===== src/rtl/vreq_uart_bridge.sv =====
module vreq_uart_bridge #(
  parameter int DIV_BYTES = 4,
  parameter logic [8*DIV_BYTES-1:0] RST_DIV = 12,
  parameter logic [7:0] RST_LCR = 8'h03
) (
  input  logic                   clk,
  input  logic                   rst_n,
  input  logic                   req_valid,
  output logic                   req_ready,
  input  logic [7:0]             req_type,
  input  logic [7:0]             req_code,
  input  logic [15:0]            req_len,
  input  logic                   dat_valid,
  output logic                   dat_ready,
  input  logic [7:0]             dat_byte,
  output logic                   rsp_valid,
  output logic                   rsp_stall,
  output logic [7:0]             rsp_byte,
  input  logic [3:0]             modem_in,
  input  logic [3:0]             line_err,
  input  logic [2:0]             line_lvl,
  output logic                   rpt_valid,
  input  logic                   rpt_ready,
  output logic [15:0]            rpt_data,
  output logic [8*DIV_BYTES-1:0] baud_div,
  output logic [7:0]             lcr_q,
  output logic [7:0]             mcr_q,
  output logic                   cts_gate
);
  localparam int DIV_W = 8 * DIV_BYTES;
  localparam int CW = (DIV_BYTES > 1) ? $clog2(DIV_BYTES) : 1;

  typedef enum logic [1:0] {S_IDLE, S_DATA, S_RSP} st_t;
  st_t st;

  logic [CW-1:0]      cnt;
  logic [7:0]         code_q;
  logic [DIV_W-9:0]   pay;
  logic [3:0]         mq, dlt, err;
  logic               pend;

  assign req_ready = (st == S_IDLE);
  assign dat_ready = (st == S_DATA);
  assign rsp_valid = (st == S_RSP);

  wire acc   = req_valid && req_ready;
  wire len1  = (req_len == 16'd1);
  wire wr_ok = (req_type == 8'h40) &&
               ((req_code == 8'd5 && req_len == 16'(DIV_BYTES)) ||
                (len1 && (req_code == 8'd7 || req_code == 8'd10 ||
                          req_code == 8'd11 || req_code == 8'd12)));
  wire rd_ok = (req_type == 8'hC0) && len1 && (req_code == 8'd6 || req_code == 8'd2);
  wire rd_msr = acc && rd_ok && (req_code == 8'd2);
  wire last  = (code_q == 8'd5) ? (cnt == CW'(DIV_BYTES - 1)) : 1'b1;
  wire take  = dat_valid && dat_ready;

  wire [3:0] nd    = {modem_in[3] ^ mq[3], mq[2] & ~modem_in[2],
                      modem_in[1] ^ mq[1], modem_in[0] ^ mq[0]};
  wire [3:0] dbase = rd_msr ? 4'd0 : dlt;
  wire [3:0] ebase = (pend && rpt_ready) ? 4'd0 : err;
  wire       rise  = |(nd & ~dbase) || |(line_err & ~ebase);

  wire [7:0] msr = {mq, dlt};
  wire [7:0] lsr = {|err[3:1], line_lvl[2:1], err, line_lvl[0]};
  assign rpt_data  = {msr, lsr};
  assign rpt_valid = pend;

  always_ff @(posedge clk) begin
    if (!rst_n) begin
      st <= S_IDLE; cnt <= '0; code_q <= '0; pay <= '0;
      baud_div <= RST_DIV; lcr_q <= RST_LCR; mcr_q <= '0; cts_gate <= 1'b0;
      rsp_stall <= 1'b0; rsp_byte <= '0;
      mq <= '0; dlt <= '0; err <= '0; pend <= 1'b0;
    end else begin
      mq   <= modem_in;
      dlt  <= dbase | nd;
      err  <= ebase | line_err;
      pend <= (pend && !rpt_ready) || rise;
      case (st)
        S_IDLE: if (acc) begin
          code_q <= req_code; cnt <= '0; rsp_byte <= '0; rsp_stall <= 1'b0;
          if (wr_ok) st <= S_DATA;
          else begin
            st <= S_RSP;
            rsp_stall <= !rd_ok;
            if (rd_ok) rsp_byte <= (req_code == 8'd6) ? lcr_q : msr;
          end
        end
        S_DATA: if (take) begin
          cnt <= cnt + 1'b1;
          pay <= {dat_byte, pay[DIV_W-9:8]};
          if (last) begin
            st <= S_RSP;
            case (code_q)
              8'd5:  baud_div <= {dat_byte, pay};
              8'd7:  lcr_q <= dat_byte;
              8'd10: mcr_q <= dat_byte;
              8'd12: cts_gate <= dat_byte[0];
              default: ;
            endcase
          end
        end
        default: st <= S_IDLE;
      endcase
    end
  end

  AST_RSP_PULSE: assert property (@(posedge clk) disable iff (!rst_n)
    rsp_valid |=> !rsp_valid);
  AST_REG_ACKED: assert property (@(posedge clk) disable iff (!rst_n)
    !$stable({baud_div, lcr_q, mcr_q, cts_gate}) |-> (rsp_valid && !rsp_stall));
  AST_STALL_FROZEN: assert property (@(posedge clk) disable iff (!rst_n)
    (acc && !wr_ok && !rd_ok) |=> (rsp_stall && $stable({baud_div, lcr_q, mcr_q, cts_gate})));
  AST_RPT_HOLD: assert property (@(posedge clk) disable iff (!rst_n)
    (rpt_valid && !rpt_ready) |=> rpt_valid);
  AST_DELTA_REPORT: assert property (@(posedge clk) disable iff (!rst_n)
    $rose(|rpt_data[11:8]) |-> rpt_valid);
  AST_ERR_REPORT: assert property (@(posedge clk) disable iff (!rst_n)
    $rose(|rpt_data[4:1]) |-> rpt_valid);
endmodule


===== config.mk =====
export PLATFORM = sky130hd
export DESIGN_NAME = vreq_uart_bridge
export DESIGN_NICKNAME = d
export VERILOG_FILES = /design/src/rtl/vreq_uart_bridge.sv
export SDC_FILE = /design/constraint.sdc
export NUM_CORES = 1
export LEC_CHECK = 0
export BUFFER_PORTS_ARGS = -buffer_cell sky130_fd_sc_hd__buf_4
export CORE_MARGIN = 5
export CORE_UTILIZATION = 56
export CTS_BUF_LIST = sky130_fd_sc_hd__clkbuf_8
export DETAILED_ROUTE_END_ITERATION = 10
export GPL_TIMING_DRIVEN = 0
export PLACE_DENSITY = 0.89
export SLEW_MARGIN = 20
export SYNTH_ARGS = -nofsm -noshare
export SYNTH_HDL_FRONTEND = slang
export SYNTH_SLANG_ARGS = --single-unit

===== constraint.sdc =====
create_clock -name clk -period 3.2 [get_ports clk]
set_clock_uncertainty 0.2 [all_clocks]
set_input_delay 0.48 -clock clk [delete_from_list [all_inputs] [get_ports clk]]
set_output_delay 0.48 -clock clk [all_outputs]
set_load 0.01 [all_outputs]

==> results of run 1 <==
worst register-to-register path, delay by kind of cell, from the launching register on:
family	cells	cell delay, ns
AO/OA/AOI/OAI	1	0.15
flip-flops	1	0.33
AND/OR/NAND/NOR	4	1.27
buffers and inverters	2	0.48
cell usage after synthesis (all sizes together), types with 3 or more instances:
cell type,number,area (um^2)
a21oi,78,390
and2,6,37.5
buf,8,46.3
clkbuf,23,86.3
dfxtp,107,2140
inv,10,37.5
mux2i,17,170
nand2,157,589
nand3,19,95.1
nand4,5,31.3
nor2,22,82.6
nor4,6,58.8
nor4b,3,26.3
o21ai,5,25.0
o22ai,6,37.5
o31ai,8,60.1
or3,3,18.8
xnor2,3,26.3
logic make-up after synthesis:
group           count (synthesis)  share of synthesized area [%]
fa+ha+maj                       1                          0.302
xor+xnor                        3                          0.634
simple gates                  236                           25.3
mux                            17                           4.10
compound gates                104                           13.9
buf+inv                        41                           4.10
flops                         107                           51.7
final timing paths:
check / startpoint / end / slack (ns) / cells after the start
worst min-delay path: modem_in[2] / mq[2] / 0.12 / 2
worst max-delay path: code_q[4] / baud_div[17] / 0.70 / 7
worst max register to register: code_q[4] / baud_div[17] / 0.70 / 7
worst min register to register: baud_div[10] / baud_div[10] / 0.25 / 2
layout make-up:
cell class	instances	area, um^2	share of cell area, %
plain buffers	31	133	2.43
repair buffers	129	968	17.7
multi-input cells	361	1830	33.6
well taps	99	124	2.27
clock buffers	9	124	2.27
clock inverters	7	100	1.83
flip-flops and latches	107	2140	39.2
inverters	10	37.5	0.687
metal layers:
layer,vias to the layer above,GRT usage [%]
met1,1978,31.8
met3,32,7.27
met5,-,0
li1,1997,-
met2,154,44.4
met4,0,7.94
registers in the layout (all words and copies together), names as in the netlist, 2 cells and up:
name      count
pay          24
err           4
dlt           4
mq            4
rsp_byte      8
cnt           2
code_q        8
st            2
baud_div     32
lcr_q         8
mcr_q         8
power by group through the flow:
stage | logic, mW | registers, mW | clock network, mW
after global placement | 0.199 | 1.40 | 0
after detailed placement | 0.205 | 1.40 | 0
after global routing | 0.226 | 1.38 | 0.960
final | 0.207 | 1.37 | 0.905
after CTS | 0.206 | 1.37 | 0.914
after floorplan | 0.0838 | 1.40 | 0
==> results_dict.tcl, run 1 <==
set metrics [dict create \
    ios 134 \
    worstSetupPathType "flop to flop" \
    setup_tns_ns 0 \
    antenna_found_initial 0 \
    yosysSeqAreaShare_pct 51.7 \
    post_drt_wl_per_cell_um 15.5 \
    via_per_inst 5.53 \
    arrival_ns 2.59 \
    cellPowerDensity_nw_per_um2 455 \
    final_area_um2 5460 \
    area_growth_pct 31.8 \
    timing.final.crit_period_ns 2.50 \
    synth_edf_count 0 \
    die_area_um2 9220 \
    internal_power_mw 1.89 \
    cts_made_buffers 9 \
    synthCells 509 \
    wl_met1_um 4690 \
    grt_pass1_vias 3939 \
    hpwl_um 8650 \
    drv_slew 0 \
    post_synth.cell_area_avg_um2 8.14 \
    syn_nets 566 \
    synth_seq_cells 107 \
    crit_path_end_kind "flop" \
    maxCapViolCount 0 \
    finish.utilization_pct 75.7 \
    setup_viol 0 \
    async_reset_ff_share_pct 0 \
    placedCellCount 737 \
    synth_area_um2 4150 \
    drt_pre_antenna_iters 5 \
    wl_met3_um 871 \
    rows 31 \
    place_ws_ns 0.582 \
    holdWs_ns 0.125 \
    grt_usage_pct 26.0 \
    switchingPower_mw 0.590 \
    final_common_cell "nand2_1" \
    cp_slowest_cell "nor4_1" \
    fp.dieH_um 96.0 \
    critPathLaunchType "flop" \
    pwr-share-clk_pct 36.4 \
    top_layer "met4" \
    ant_nets 0 \
    drcViolationCount 0 \
    insertion_delay_ns 0.37 \
    htreeDepth 3 \
    core_area_um2 7210 \
    num-fill-cells 538 \
    yosys_most_used_dff "dfxtp_1" \
    cts_max_path_buffers 2 \
    combinationalPowerShare_pct 8.3 \
    fin_nets 706 \
    clk_pin_slew_ns 0.11 \
    cts_hold_buf 0 \
    post_cts_buffers 0 \
    switching_share_pct 23.7 \
    yosysUniqueCellTypes 39 \
    ys_warn_count 0 \
    status "finished clean" \
    grt_pass1_wl_um 18600 \
    drive_above_1_share_pct 24.0 \
    holdCritPathClass "input port to flop" \
    antennaDiodeCount 0 \
    max_clock_freq_mhz 401 \
    gr-total-overflow 0 \
    hold_viol 0 \
    gp_congestion 0.850 \
    worst_pin_slew_ns 0.742 \
    path_max_fanout 10 \
    route.met2.wl_um 5860 \
    path_cells "nor4_1 > nor2b_1 > and3_1 > clkbuf_1 > buf_2 > nand2_1 > a21oi_1" \
    totalWireLength_um 11700 \
    cts_tree "built" \
    timing.final.ws_setup_ns 0.705 \
    placed_area_um2 5240 \
    layout.cells.non_filler 753 \
    path_buf_inv 2 \
    worst_ep_required_time_ns 3.30 \
    start_util_pct 57.5 \
    routed-via-count 4161 \
    die_x_um 96.0 \
    cts_root_buf "clkbuf_8" \
    cts_num_sinks 107 \
    cts_resized 0 \
    port_buffers 129 \
    grt_max_degree 19 \
    final_cell_mix "157 x nand2_1, 132 x buf_4, 107 x dfxtp_1" \
    crit_path_max_incr_delay_ns 0.58 \
    rsz0062_at_grt "no" \
    relSlewSlack_pct 50.1 \
    power_frac_seq_pct 55.2 \
    peakVddDrop_mv 0.345 \
    drt-initial-drc-count 274 \
    finalPower_mw 2.48 \
    fin_crit_sh_pct 78.0 \
    leakage_nw 2.21 \
    crit_family "simple AND/OR/NAND/NOR gates" \
]
No activity file was read; power rests on OpenSTA's default activity.
==> run 2: changes to the inputs <==
Settings changed: ABC_AREA set to 1, CORE_UTILIZATION 56 to 48, PLACE_DENSITY 0.89 to 0.81.
Clock period 3.2 ns to 2.2 ns, I/O delays scaled along.
==> run 2 against run 1 <==
Wire length decreased by 1.5%. Fmax is 29% higher. Critical path depth unchanged. Combinational power is 61% higher. Critical endpoint is now baud_div[1]. Highest routed layer unchanged.
==> results_dict.tcl, run 2 <==
set metrics [dict create \
    via_per_inst 5.00 \
    final_common_cell "nand2_1" \
    crit_path_max_incr_delay_ns 0.33 \
    final_cell_mix "166 x nand2_1, 134 x buf_4, 107 x dfxtp_1" \
    synthCells 587 \
    cts_num_sinks 107 \
    cellPowerDensity_nw_per_um2 605 \
    htreeDepth 3 \
    holdCritPathClass "input port to flop" \
    synth_top_area_cell "dfxtp_1" \
    finish.utilization_pct 64.8 \
    cts_root_buf "clkbuf_8" \
    maxCapViolCount 0 \
    r2r_slack_ns 0.26 \
    ys_top_cells_by_count "166 x nand2_1, 107 x dfxtp_1, 97 x a21oi_1" \
    reg_top3 "baud_div (32), pay (24)" \
    placedCellCount 824 \
    grt_pass1_wl_um 19300 \
    port_buffers 129 \
    relSlewSlack_pct 58.2 \
    post_cts_buffers 0 \
    rsz0062_at_grt "no" \
    hpwl_um 8930 \
    worst_ep_required_time_ns 2.25 \
    rows 34 \
    setup_viol 0 \
    synth_edf_count 0 \
    synthDominantCellAreaShare_pct 49.3 \
    synthTopCellsByArea "dfxtp_1 49%, nand2_1 14%, a21oi_1 11%, inv_1 6.4%, o21ai_0 4.1%" \
    async_reset_ff_share_pct 0 \
    grt_pass1_vias 4156 \
    routed-via-count 4229 \
    drt-initial-drc-count 164 \
    yosysMostFrequentCell "nand2_1" \
    synth_seq_cells 107 \
    grt_usage_pct 20.9 \
    hold_viol 0 \
    clk_pin_slew_ns 0.10 \
    cts_tree "built" \
    crit_path_end_kind "flop" \
    fin_nets 789 \
    finalPower_mw 3.43 \
    status "finished clean" \
    drive_above_1_share_pct 23.9 \
    critPathLaunchType "flop" \
    post_drt_wl_per_cell_um 13.6 \
    yosysSeqAreaShare_pct 49.3 \
    timing.final.ws_setup_ns 0.259 \
    worstSetupPathType "flop to flop" \
    max_clock_freq_mhz 515 \
    fin_crit_sh_pct 88.2 \
    core_area_um2 8760 \
    drcViolationCount 0 \
    arrival_ns 1.99 \
    num-fill-cells 763 \
    setup_tns_ns 0 \
    insertion_delay_ns 0.37 \
    path_cells "inv_1 > nand2_1 > nor4_2 > nand3_2 > buf_2 > o21ai_0 > a21oi_1" \
    yosysUniqueCellTypes 33 \
    cts_made_buffers 9 \
    leakage_nw 2.50 \
    drv_slew 0 \
    totalWireLength_um 11500 \
    gp_congestion 0.812 \
    largest_reg_flops 32 \
    worst_pin_slew_ns 0.627 \
    yosys_most_used_dff "dfxtp_1" \
    crit_family "simple AND/OR/NAND/NOR gates" \
    ant_nets 0 \
    start_util_pct 49.6 \
    layout.cells.non_filler 845 \
    timing.final.crit_period_ns 1.94 \
    post_synth.cell_area_avg_um2 7.40 \
    cts_max_path_buffers 2 \
    gr-total-overflow 0 \
    syn_nets 644 \
    die_x_um 105 \
    cp_slowest_cell "nor4_2" \
    ys_warn_count 0 \
    peakVddDrop_mv 0.351 \
    drt_pre_antenna_iters 5 \
    antenna_found_initial 0 \
    die_area_um2 11100 \
    synth_area_um2 4350 \
    area_growth_pct 30.6 \
    regMostFlops "baud_div" \
    place_ws_ns 0.242 \
    path_buf_inv 2 \
    fp.dieH_um 105 \
    antennaDiodeCount 0 \
    path_max_fanout 10 \
    grt_max_degree 19 \
    ios 134 \
]
[run 2: changes by cell type after synthesis, sizes merged, moves of 7 or more]
cell / before / now
o31ai: 8 / 1
nand2: 157 / 170
inv: 10 / 80
mux2i: 17 / 0
clkbuf: 23 / 13
nand3: 19 / 12
a21oi: 78 / 97
o21ai: 5 / 44
[run 2: cells by family after synthesis]
group | count (synthesis) | share of synthesized area [%]
and+or+nand+nor | 222 | 22.4
AOI/OAI and AO/OA | 146 | 17.1
buffers and inverters | 108 | 10.3
DFF | 107 | 49.3
adders and majority gates | 1 | 0.288
xor gates and xnor gates | 3 | 0.605
[run 2: report_power, final]
| group | internal [mW] | switching [mW] |
|---|---|---|
| clock | 0.422 | 0.682 |
| sequential | 1.97 | 0.0258 |
| combinational | 0.156 | 0.178 |
| total | 2.55 | 0.887 |
[run 2: layer usage]
metal	track usage, %	part of all wire, %
met5	0	0
met4	5.66	1.3
met3	7.34	8.3
met2	36.1	49
met1	24.6	41
[run 2: area by class of cell]
type                    count  area, um^2  share of cell area [%]
inverters                  81         305                    5.38
clock inverters             7        53.8                   0.948
multi-input cells         372        1760                    30.9
well taps                 108         135                    2.38
repair buffers            134        1020                    17.9
plain buffers              27         143                    2.51
clock buffers               9         124                    2.18
flip-flops and latches    107        2140                    37.7
[run 2: timing repair]
action,4_1_cts,5_1_grt
gates resized for setup,0,0
hold buffers,5,0
endpoints found under the hold margin,5,0
endpoints found under the setup margin,0,0
[run 2: stage by stage]
step / hold slack [ns] / area [um^2]
after floorplan: 0.223 / 4350
after global placement: 0.236 / 5450
after detailed placement: 0.239 / 5450
after CTS: 0.000238 / 5680
after global routing: 0.00123 / 5680
final: 0.0105 / 5680
[run 2: path summary, 6_finish.rpt]
check,end,cells after the start,from
min,err[1],3,line_err[1]
max reg2reg,baud_div[1],7,code_q[3]
min reg2reg,baud_div[10],2,baud_div[10]
max,baud_div[1],7,code_q[3]
[run 2: worst reg2reg max path, stage by stage, from the launching register on]
cell	delay, ns
dfxtp_1	0.32
inv_1	0.09
nand2_1	0.09
nor4_2	0.33
nand3_2	0.28
buf_2	0.28
o21ai_0	0.19
a21oi_1	0.06
